**src/rtl/chg_irq_pkg.sv**
```systemverilog
package chg_irq_pkg;
  // Smallest delay the timer supports: the restart cycle needs one count.
  localparam int MIN_DELAY = 2;

  // Bits needed to count from 0 up to d-1.
  function automatic int cnt_bits(input int d);
    return (d < 2) ? 1 : $clog2(d);
  endfunction
endpackage

```
**src/rtl/chg_sync.sv**
```systemverilog
// Applies per-bit polarity, then two synchronizer stages, plus one extra
// stage used to detect a fresh change on the synchronized value.
module chg_sync #(
  parameter int               WIDTH    = 8,
  parameter logic [WIDTH-1:0] INV_MASK = '0
) (
  input  logic             clk,
  input  logic [WIDTH-1:0] raw,
  output logic [WIDTH-1:0] cur,
  output logic             chg
);
  logic [WIDTH-1:0] pol;
  logic [WIDTH-1:0] stg1;
  logic [WIDTH-1:0] stg2;
  logic [WIDTH-1:0] stg3;

  for (genvar i = 0; i < WIDTH; i++) begin : g_pol
    if (INV_MASK[i]) begin : g_inv
      assign pol[i] = ~raw[i];
    end else begin : g_pass
      assign pol[i] = raw[i];
    end
  end

  // No reset: these flops keep sampling during reset so the reference
  // can start equal to the live inputs.
  always_ff @(posedge clk) begin
    stg1 <= pol;
    stg2 <= stg1;
    stg3 <= stg2;
  end

  assign cur = stg2;
  assign chg = |(stg2 ^ stg3);
endmodule

```
**src/rtl/chg_timer.sv**
```systemverilog
// Counts cycles of mismatch since the latest change and flags expiry.
module chg_timer
  import chg_irq_pkg::*;
#(
  parameter int DELAY = 4,
  localparam int CW   = cnt_bits(DELAY)
) (
  input  logic clk,
  input  logic rst,
  input  logic diff,
  input  logic chg,
  output logic expire
);
  logic [CW-1:0] cnt;

  assign expire = diff && !chg && (cnt == CW'(DELAY - 1));

  always_ff @(posedge clk) begin
    if (rst) begin
      cnt <= '0;
    end else if (!diff) begin
      cnt <= '0;
    end else if (chg) begin
      cnt <= CW'(1);
    end else if (expire) begin
      cnt <= '0;
    end else begin
      cnt <= cnt + CW'(1);
    end
  end
endmodule

```
**src/rtl/chg_ref.sv**
```systemverilog
// Holds the reference copy and registers the two outputs.
module chg_ref #(
  parameter int WIDTH = 8
) (
  input  logic             clk,
  input  logic             rst,
  input  logic [WIDTH-1:0] cur,
  input  logic             expire,
  output logic [WIDTH-1:0] ref_q,
  output logic             diff,
  output logic             match_q,
  output logic             irq_q
);
  assign diff = (cur != ref_q);

  always_ff @(posedge clk) begin
    if (rst || expire) begin
      ref_q <= cur;
    end
  end

  always_ff @(posedge clk) begin
    if (rst) begin
      match_q <= 1'b1;
      irq_q   <= 1'b1;
    end else begin
      match_q <= !diff;
      irq_q   <= !diff;
    end
  end
endmodule

```
**src/rtl/chg_irq_gen.sv**
```systemverilog
module chg_irq_gen
  import chg_irq_pkg::*;
#(
  parameter int               WIDTH    = 8,
  parameter int               DELAY    = 4,
  parameter logic [WIDTH-1:0] INV_MASK = '0
) (
  input  logic             clk,
  input  logic             rst,
  input  logic [WIDTH-1:0] sense_in,
  output logic             match_o,
  output logic             irq_n_o,
  output logic [WIDTH-1:0] settled_o
);
  localparam int DLY = (DELAY < MIN_DELAY) ? MIN_DELAY : DELAY;

  logic [WIDTH-1:0] cur;
  logic             chg;
  logic             diff;
  logic             expire;

  chg_sync #(.WIDTH(WIDTH), .INV_MASK(INV_MASK)) u_sync (
    .clk (clk),
    .raw (sense_in),
    .cur (cur),
    .chg (chg)
  );

  chg_timer #(.DELAY(DLY)) u_timer (
    .clk    (clk),
    .rst    (rst),
    .diff   (diff),
    .chg    (chg),
    .expire (expire)
  );

  chg_ref #(.WIDTH(WIDTH)) u_ref (
    .clk     (clk),
    .rst     (rst),
    .cur     (cur),
    .expire  (expire),
    .ref_q   (settled_o),
    .diff    (diff),
    .match_q (match_o),
    .irq_q   (irq_n_o)
  );
endmodule

```
**config.mk**
```make
export PLATFORM = sky130hd
export DESIGN_NAME = chg_irq_gen
export DESIGN_NICKNAME = d
export VERILOG_FILES = /design/src/rtl/chg_irq_pkg.sv /design/src/rtl/chg_sync.sv /design/src/rtl/chg_timer.sv /design/src/rtl/chg_ref.sv /design/src/rtl/chg_irq_gen.sv
export SDC_FILE = /design/constraint.sdc
export NUM_CORES = 1
export LEC_CHECK = 0
export BUFFER_PORTS_ARGS = -buffer_cell sky130_fd_sc_hd__buf_2
export CAP_MARGIN = 10
export CORE_ASPECT_RATIO = 0.8
export CORE_MARGIN = 2
export CORE_UTILIZATION = 40
export DETAILED_ROUTE_END_ITERATION = 16
export HOLD_SLACK_MARGIN = 0.03
export SLEW_MARGIN = 25
export SYNTH_ARGS = -nofsm -noshare
export SYNTH_HDL_FRONTEND = slang
export SYNTH_HIERARCHICAL = 1
export SYNTH_SLANG_ARGS = --single-unit
```
**constraint.sdc**
```tcl
create_clock -name clk -period 2.1 [get_ports clk]
set_clock_uncertainty 0.05 [all_clocks]
set_input_delay 0.315 -clock clk [delete_from_list [all_inputs] [get_ports clk]]
set_output_delay 0.315 -clock clk [all_outputs]
set_load 0.05 [all_outputs]
```
# After elaboration in Yosys (flattened, before gate mapping)
# Cells that the tools add are included.
# word_totals
ff_bits	35
output_inout_bits	10
input_bits	10
word_cells	22
# classes
bitwise	2
reduce_logical	8
n_eq_ne	2
addsub	1
muxes	2
# op_table
cell	count
$reduce_or 11->1	1
$ne 8x8->1	1
$reduce_or 8->1	1
$xor 8x8->8	1
$add 2x1->2 const B	1
$eq 2x2->1 const B	1
$logic_and 1x1->1	2
$logic_not 1->1	2
$mux 1	2
$reduce_or 2->1	1
$logic_or 1x1->1	1
$not 1->1	1

# Longest topological paths before layout
# Gate-level depths: netlist (run 1).
# depth
ltp_word	7
mapped_depth	5
depth_no_buf	5

# Modules after synthesis
# The synthesis (run 1) kept the hierarchy.
# modules_own_cells
module	n_inst	cells_per_inst	seq_area_each_um2	area_each_um2
chg_sync	1	35	480.5	566.8
chg_ref	1	23	260.2	367.9
chg_timer	1	8	40.0	93.8

# Worst setup path before layout (run 1)
# Ideal clock, no wire load.
# synth_timing
path_kind	flip-flop to flip-flop
startpoint	reg u_ref.ref_q[6]
endpoint	reg u_ref.ref_q[0] (enable)
setup_slack_ns	-0.054
stages_incl_launch_ff	6
period_less_slack_ns	2.154
required_time_ns	1.779
setup_ns	0.271
arrival_ns	1.833
path_buffers	0
cell_sequence	edfxtp_1 xor2_1 nor4_1 nand2_1 and3b_2 or2_2
# synth_between
elab_chain_cells	4
# synth_lines
element	line_no	source
from (decl)	chg_ref.sv:9	output logic [WIDTH-1:0] ref_q,
from (signal assigned)	chg_ref.sv:18	ref_q <= cur;
$ne 8x8->1	chg_ref.sv:14	assign diff = (cur != ref_q);
net diff	chg_irq_gen.sv:19	logic diff;
$logic_and 1x1->1 (2 in a row)	chg_timer.sv:16	assign expire = diff && !chg && (cnt == CW'(DELAY - 1));
net expire	chg_irq_gen.sv:20	logic expire;
$logic_or 1x1->1	chg_ref.sv:17	if (rst || expire) begin
# The timed path passes the listed nets, and every way through them passes these cells.
# A chain may end at the register's enable or synchronous reset.

# Final worst setup path (run 1)
# layout_timing
startpoint	reg u_ref.ref_q[3]
endpoint	reg u_ref.ref_q[1] (enable)
# The elaborated chain is that of the path after synthesis.

==> flow_metrics.py, run 1 <==
metrics = {
    "synth": {
        "synth_top_area_share_pct": 52.55,
        "synth_edf_count": 8,
        "synth_fa_ha_area_share_pct": 1.217,
        "async_flop_share_pct": 0,
        "avgSynthCellArea_um2": 15.58,
        "synthXorXnorAreaFrac_pct": 13.63,
        "ys_seq_elements": 35,
        "yosysSeqAreaShare_pct": 75.91,
        "synth_nets": 77,
        "synth_mux_area_share_pct": 0,
        "yosysMostFrequentCell": "dfxtp_1",
        "synth_top_family_by_area": "XOR/XNOR gates",
        "yosys-top-cells-area": "dfxtp_1 (53%), edfxtp_1 (23%), xor2_1 (14%)",
        "syn_area_um2": 1028,
        "netlist-cell-type-count": 14,
        "yosys.area_share.simple_pct": 7.056,
        "synth_warnings": 6,
        "ys_top_cells_by_count": "dfxtp_1 (27), xor2_1 (16), edfxtp_1 (8)",
        "synth_cells": 66,
        "ys.flop_type": "dfxtp_1",
        "synth-compound-area-share_pct": 1.460,
        "yosysTopAreaCell": "dfxtp_1",
    },
    "layout": {
        "nets": 110,
        "n_antenna_cell": 0,
        "fillers": 218,
        "drive_above_1_share_pct": 30.30,
        "area_growth_pct": 28.83,
        "fin_cells": 135,
    },
    "worst_hold_path": {
        "min_path_type": "in -> reg",
    },
    "power_and_ir_drop": {
        "ir_drop_v": 0.0005687,
        "power.density_nw_per_um2": 978.4,
        "leakage_nw": 0.5706,
    },
    "status": {
        "status": "finished, final reports clean",
    },
    "global_routing": {
        "grt_overflow": 0,
        "antenna_found_initial": 0,
        "grt_pass1_vias": 578,
        "grt_pass1_wl_um": 2484,
        "track_usage_pct": 12.05,
        "grt_start_max_net_pins": 12,
    },
    "critical_path": {
        "worstPathRequired_ns": 2.14,
        "cp-start-kind": "flop",
        "path_class": "reg -> reg",
        "worstPathMaxFanout": 8,
        "end_kind": "flop",
        "critPathArrivalTime_ns": 1.92,
    },
    "timing": {
        "hold_viol_final": 0,
        "rsz0062_at_grt": "no",
        "tns_ns": 0,
        "drv_slew": 0,
        "tightest_slew_ns": 0.3541,
        "slew_headroom_pct": 76.18,
        "setup_viol": 0,
        "finalCritPeriodShare_pct": 89.84,
        "period_minus_slack_ns": 1.887,
        "worst_hold_slack_ns": 0.1668,
        "fmax_mhz": 530.1,
    },
    "route": {
        "ant_nets": 0,
        "drc": 0,
        "viasPerCell": 4.133,
        "routed_wl_um": 1433,
        "drt_iter0_markers": 7,
        "dr.pass1.iters": 3,
        "num_vias": 558,
        "wl_per_cell_um": 10.61,
    },
    "place": {
        "dp_hpwl_um": 962.2,
        "placed_cells": 120,
        "numPortBuffers": 19,
        "place.gp.congestion": 0.7082,
    },
    "die": {
        "fp.dieW_um": 60.69,
        "core.rowCount": 16,
        "core_um2": 2442,
        "ios": 20,
        "fp.dieH_um": 49.36,
        "fp.dieArea_um2": 2995,
        "initial_core_util_pct": 42.11,
    },
    "clock_tree": {
        "cts_made_buffers": 5,
        "clock-sinks": 35,
        "cts_tree": "built",
        "insertion_delay_ns": 0.33,
        "cts_root_buf": "clkbuf_4",
        "clockBufferDepth": 2,
        "clkSlewWorstSetupHoldPaths_ns": 0.10,
        "htree_num_levels": 2,
    },
    "job": {
        "cap_violations": 0,
    },
}
## path summary, 6_finish.rpt
kind	from	endpoint	slack [ns]	cells after the start
max	u_ref/ref_q[3]$_DFFE_PP_	u_ref/ref_q[1]$_DFFE_PP_	0.21	5
min	rst	u_ref/irq_q$_SDFF_PP1_	0.17	2
max reg2reg	u_ref/ref_q[3]$_DFFE_PP_	u_ref/ref_q[1]$_DFFE_PP_	0.21	5
min reg2reg	u_sync/stg1[0]$_DFF_P_	u_sync/cur[0]$_DFF_P_	0.28	0
## flip-flops by register name (all words and copies together), names as in the netlist
name,count
u_ref/irq_q,1
u_sync/stg1,8
u_timer/cnt,2
u_sync/cur,8
u_ref/ref_q,8
u_sync/stg3,8
## logic make-up after synthesis
group / Yosys count
AOI/OAI and AO/OA: 2
xor gates and xnor gates: 16
adders and majority gates: 1
buffers and inverters: 1
DFF: 35
and+or+nand+nor: 11
## timing repair
action                                 4_1_cts  5_1_grt
resized for setup                            0        1
hold buffers                                 8        0
buffers inserted                             0        0
setup endpoints to repair                    0        8
endpoints found under the hold margin        8        0
## metal layers
| layer | track usage, % | vias up | share of wire (%) |
|---|---|---|---|
| met1 | 13.71 | 252 | 47 |
| li1 | - | 288 | - |
| met2 | 17.38 | 15 | 44 |
| met3 | 7.958 | 3 | 7.5 |
| met5 | 0 | - | 0 |
| met4 | 5.435 | 0 | 1.7 |
## worst max-delay path, stage by stage, from the launching register on
cell and delay [ns]:
edfxtp_1 0.41, xor2_1 0.17, nor4_1 0.36, nand2_1 0.13, and3b_2 0.22, or2_4 0.30
## power breakdown
| group | internal [W] | switching, W |
|---|---|---|
| logic | 0.0000395 | 0.0000611 |
| registers | 0.000724 | 0.0000209 |
| clock network | 0.000244 | 0.000207 |
## cells in the final DEF, fill, tap and decap left out
cell	n
bufinv_16	1
or2_4	1
edfxtp_1	8
nand2_1	2
clkbuf_4	5
and3b_2	1
and3b_1	1
nor2_1	1
a21o_1	1
nor4_1	3
dfxtp_1	27
o21bai_1	1
buf_2	19
clkinvlp_4	1
xor2_1	16
and4b_2	1
ha_1	1
nor4_2	1
dlygate4sd3_1	8
## final cells by class
type	count	area, um2	area share (%)
clock inverters	2	37.54	2.833
flip-flops and latches	35	780.7	58.92
well taps	36	45.04	3.399
repair buffers	27	175.2	13.22
multi-input cells	30	249.0	18.79
clock buffers	5	37.54	2.833
## stage by stage
step / util (%) / setup WS, ns / cell area [um2] / power (W)
floorplan: - / 0.05043 / 1031 / 0.0008230
global placement: 47.64 / 0.1690 / 1164 / 0.0008485
detailed placement: 47.64 / 0.1658 / 1164 / 0.0008497
CTS: 54.00 / 0.1472 / 1319 / 0.001314
global route: 54.25 / 0.04050 / 1325 / 0.001352
finish: 54.25 / 0.2134 / 1325 / 0.001296
(Power assumes the default switching activity.)
==> run 2: changes to the inputs <==
- SYNTH_HIERARCHICAL: 1 -> not set
==> run 2 against run 1 <==
  * Total power fell by 8.0%
  * Worst setup slack gained 0.20 ns
  * Wire length is 3.4% lower
  * Cell area decreased by 2.2%
  * Hold slack better by 0.0067 ns
  * Fmax grew 12%
  * First-iteration DRC count rose by 14%
  * Utilization fell by 1.2 points
  * Combinational power up 5%
  * Via count is 4.8% lower
  * Global-route usage fell by 0.47 points
  * Sequential cell count is the same
  * Largest power group unchanged
==> flow_metrics.py, run 2 <==
metrics = {
    "status": {
        "status": "finished, final reports clean",
    },
    "timing": {
        "drv_slew": 0,
        "tns_ns": 0,
        "period_minus_slack_ns": 1.690,
        "slew_headroom_pct": 73.83,
        "rsz0062_at_grt": "no",
        "hold_viol_final": 0,
        "finalCritPeriodShare_pct": 80.47,
        "tightest_slew_ns": 0.3925,
        "setup_viol": 0,
        "worst_hold_slack_ns": 0.1736,
        "fmax_mhz": 591.8,
    },
    "die": {
        "initial_core_util_pct": 42.01,
        "fp.dieW_um": 60.63,
        "core.rowCount": 16,
        "fp.dieH_um": 49.30,
        "core_um2": 2442,
        "fp.dieArea_um2": 2989,
        "ios": 20,
    },
    "global_routing": {
        "use_met1_pct": 13.78,
        "track_usage_pct": 11.58,
        "grt_start_max_net_pins": 13,
        "grt_pass1_wl_um": 2380,
        "gr-usage-met2_pct": 16.31,
        "antenna_found_initial": 0,
        "grt_pass1_vias": 545,
        "grt_use_met3_pct": 7.162,
        "busiest_layer": "met2",
        "grt_overflow": 0,
    },
    "layout": {
        "n_antenna_cell": 0,
        "multi_input_area_um2": 234.0,
        "final_cell_mix": "dfxtp_1 (27), buf_2 (19)",
        "fillers": 234,
        "finalInstanceArea_um2": 1296,
        "final_common_cell": "dfxtp_1",
        "nets": 109,
        "final_util_pct": 53.07,
        "area_growth_pct": 26.34,
        "regArea_um2": 780.7,
        "drive_above_1_share_pct": 28.28,
    },
    "route": {
        "routed_wl_um": 1384,
        "ant_nets": 0,
        "dr.pass1.iters": 3,
        "wl_per_cell_um": 10.25,
        "viasPerCell": 3.933,
        "num_vias": 531,
        "drt_iter0_markers": 8,
        "drc": 0,
    },
    "critical_path": {
        "r2r_slack_ns": 0.41,
        "end_kind": "flop",
        "worstPathRequired_ns": 2.09,
        "worstPathMaxFanout": 8,
        "path_class": "reg -> reg",
        "critPathArrivalTime_ns": 1.68,
        "cp-start-kind": "flop",
    },
    "clock_tree": {
        "clockBufferDepth": 2,
        "clock-sinks": 35,
        "cts_root_buf": "clkbuf_4",
        "hold_buffers": 8,
        "insertion_delay_ns": 0.32,
        "cts-resized-gates": 0,
        "clkSlewWorstSetupHoldPaths_ns": 0.10,
        "cts_tree": "built",
        "htree_num_levels": 2,
        "cts_made_buffers": 5,
        "postCtsSetupBuffers": 0,
    },
    "synth": {
        "yosysMostFrequentCell": "dfxtp_1",
        "synth_edf_count": 8,
        "ys_top_cells_by_count": "dfxtp_1 (27), edfxtp_1 (8), xnor2_1 (8), xor2_1 (8)",
        "yosysTopAreaCell": "dfxtp_1",
        "yosysSeqAreaShare_pct": 76.10,
        "synth_warnings": 0,
        "synth_cells": 65,
        "ys.flop_type": "dfxtp_1",
        "syn_area_um2": 1026,
        "avgSynthCellArea_um2": 15.78,
        "netlist-cell-type-count": 15,
        "synth_nets": 76,
        "yosys-top-cells-area": "dfxtp_1 (53%), edfxtp_1 (23%), xnor2_1 (6.8%)",
        "async_flop_share_pct": 0,
        "synth_top_area_share_pct": 52.68,
        "ys_seq_elements": 35,
    },
    "worst_hold_path": {
        "min_path_type": "in -> reg",
    },
    "power_and_ir_drop": {
        "leakage_nw": 0.5260,
        "power.density_nw_per_um2": 920.6,
        "ir_drop_v": 0.0005047,
        "p_total_w": 0.001193,
    },
    "place": {
        "dp_hpwl_um": 922.6,
        "numPortBuffers": 19,
        "place.gp.congestion": 0.7077,
        "dpl_cell_area_um2": 1159,
    },
    "job": {
        "cap_violations": 0,
    },
}
run 2: cell types whose count changed in the layout (fill, tap and decap cells not counted), moves of 2 or more:
| cell | change |
|---|---|
| nand4_1 | +2 |
| nor4_1 | -3 |
| xnor2_1 | +8 |
| xor2_1 | -8 |
run 2: area by class of cell:
type,count,share of cell area [%]
multi-input cells,28,18.05
flip-flops and latches,35,60.23
well taps,36,3.475
clock inverters,3,1.544
clock buffers,5,2.896
inverters,1,0.2896
repair buffers,27,13.51
run 2: path summary, 6_finish.rpt:
path	start	endpoint	cells after the start
setup reg to reg	u_ref.ref_q[0]$_DFFE_PP_	u_ref.ref_q[7]$_DFFE_PP_	4
hold reg to reg	u_sync.stg1[2]$_DFF_P_	u_sync.cur[2]$_DFF_P_	0
hold / removal	rst	u_ref.match_q$_SDFF_PP1_	3
setup / recovery	u_ref.ref_q[0]$_DFFE_PP_	u_ref.ref_q[7]$_DFFE_PP_	4
run 2: metrics by stage:
stage / cells / worst slack, ns
2_1_floorplan: 65 / 0.2558
3_3_place_gp: 119 / 0.4410
3_5_place_dp: 119 / 0.4177
4_1_cts: 135 / 0.3931
5_1_grt: 135 / 0.2824
6_report: 135 / 0.4101
run 2: where the power goes:
part / internal, W / switching (W) / total, W
clock: 0.000128 / 0.000214 / 0.000342
sequential: 0.000725 / 0.0000209 / 0.000745
combinational: 0.0000427 / 0.0000632 / 0.000106
total: 0.000896 / 0.000298 / 0.00119
run 2: worst max-delay path, stage by stage, from the launching register on:
cell,delay (ns)
edfxtp_1,0.41
xor2_1,0.16
nor4_2,0.34
nand2_1,0.09
a31o_1,0.35
run 2: layer usage:
layer  vias up  routed length [um]
met5         -                   0
met1       227                 683
met2        14                 602
li1        288                   -
met4         0                  12
met3         2                  85
run 2: kinds of logic (layout without fill, tap and decap cells):
kind of cell             after synthesis  after routing  share of synthesized area (%)
AND/OR/NAND/NOR                        8              8                          5.731
adder cells (fa/ha/maj)                1              1                          1.219
buffers and inverters                  2             36                          1.097
AO/OA/AOI/OAI                          3              3                          2.195
XOR/XNOR                              16             16                          13.66
flip-flops                            35             35                          76.10
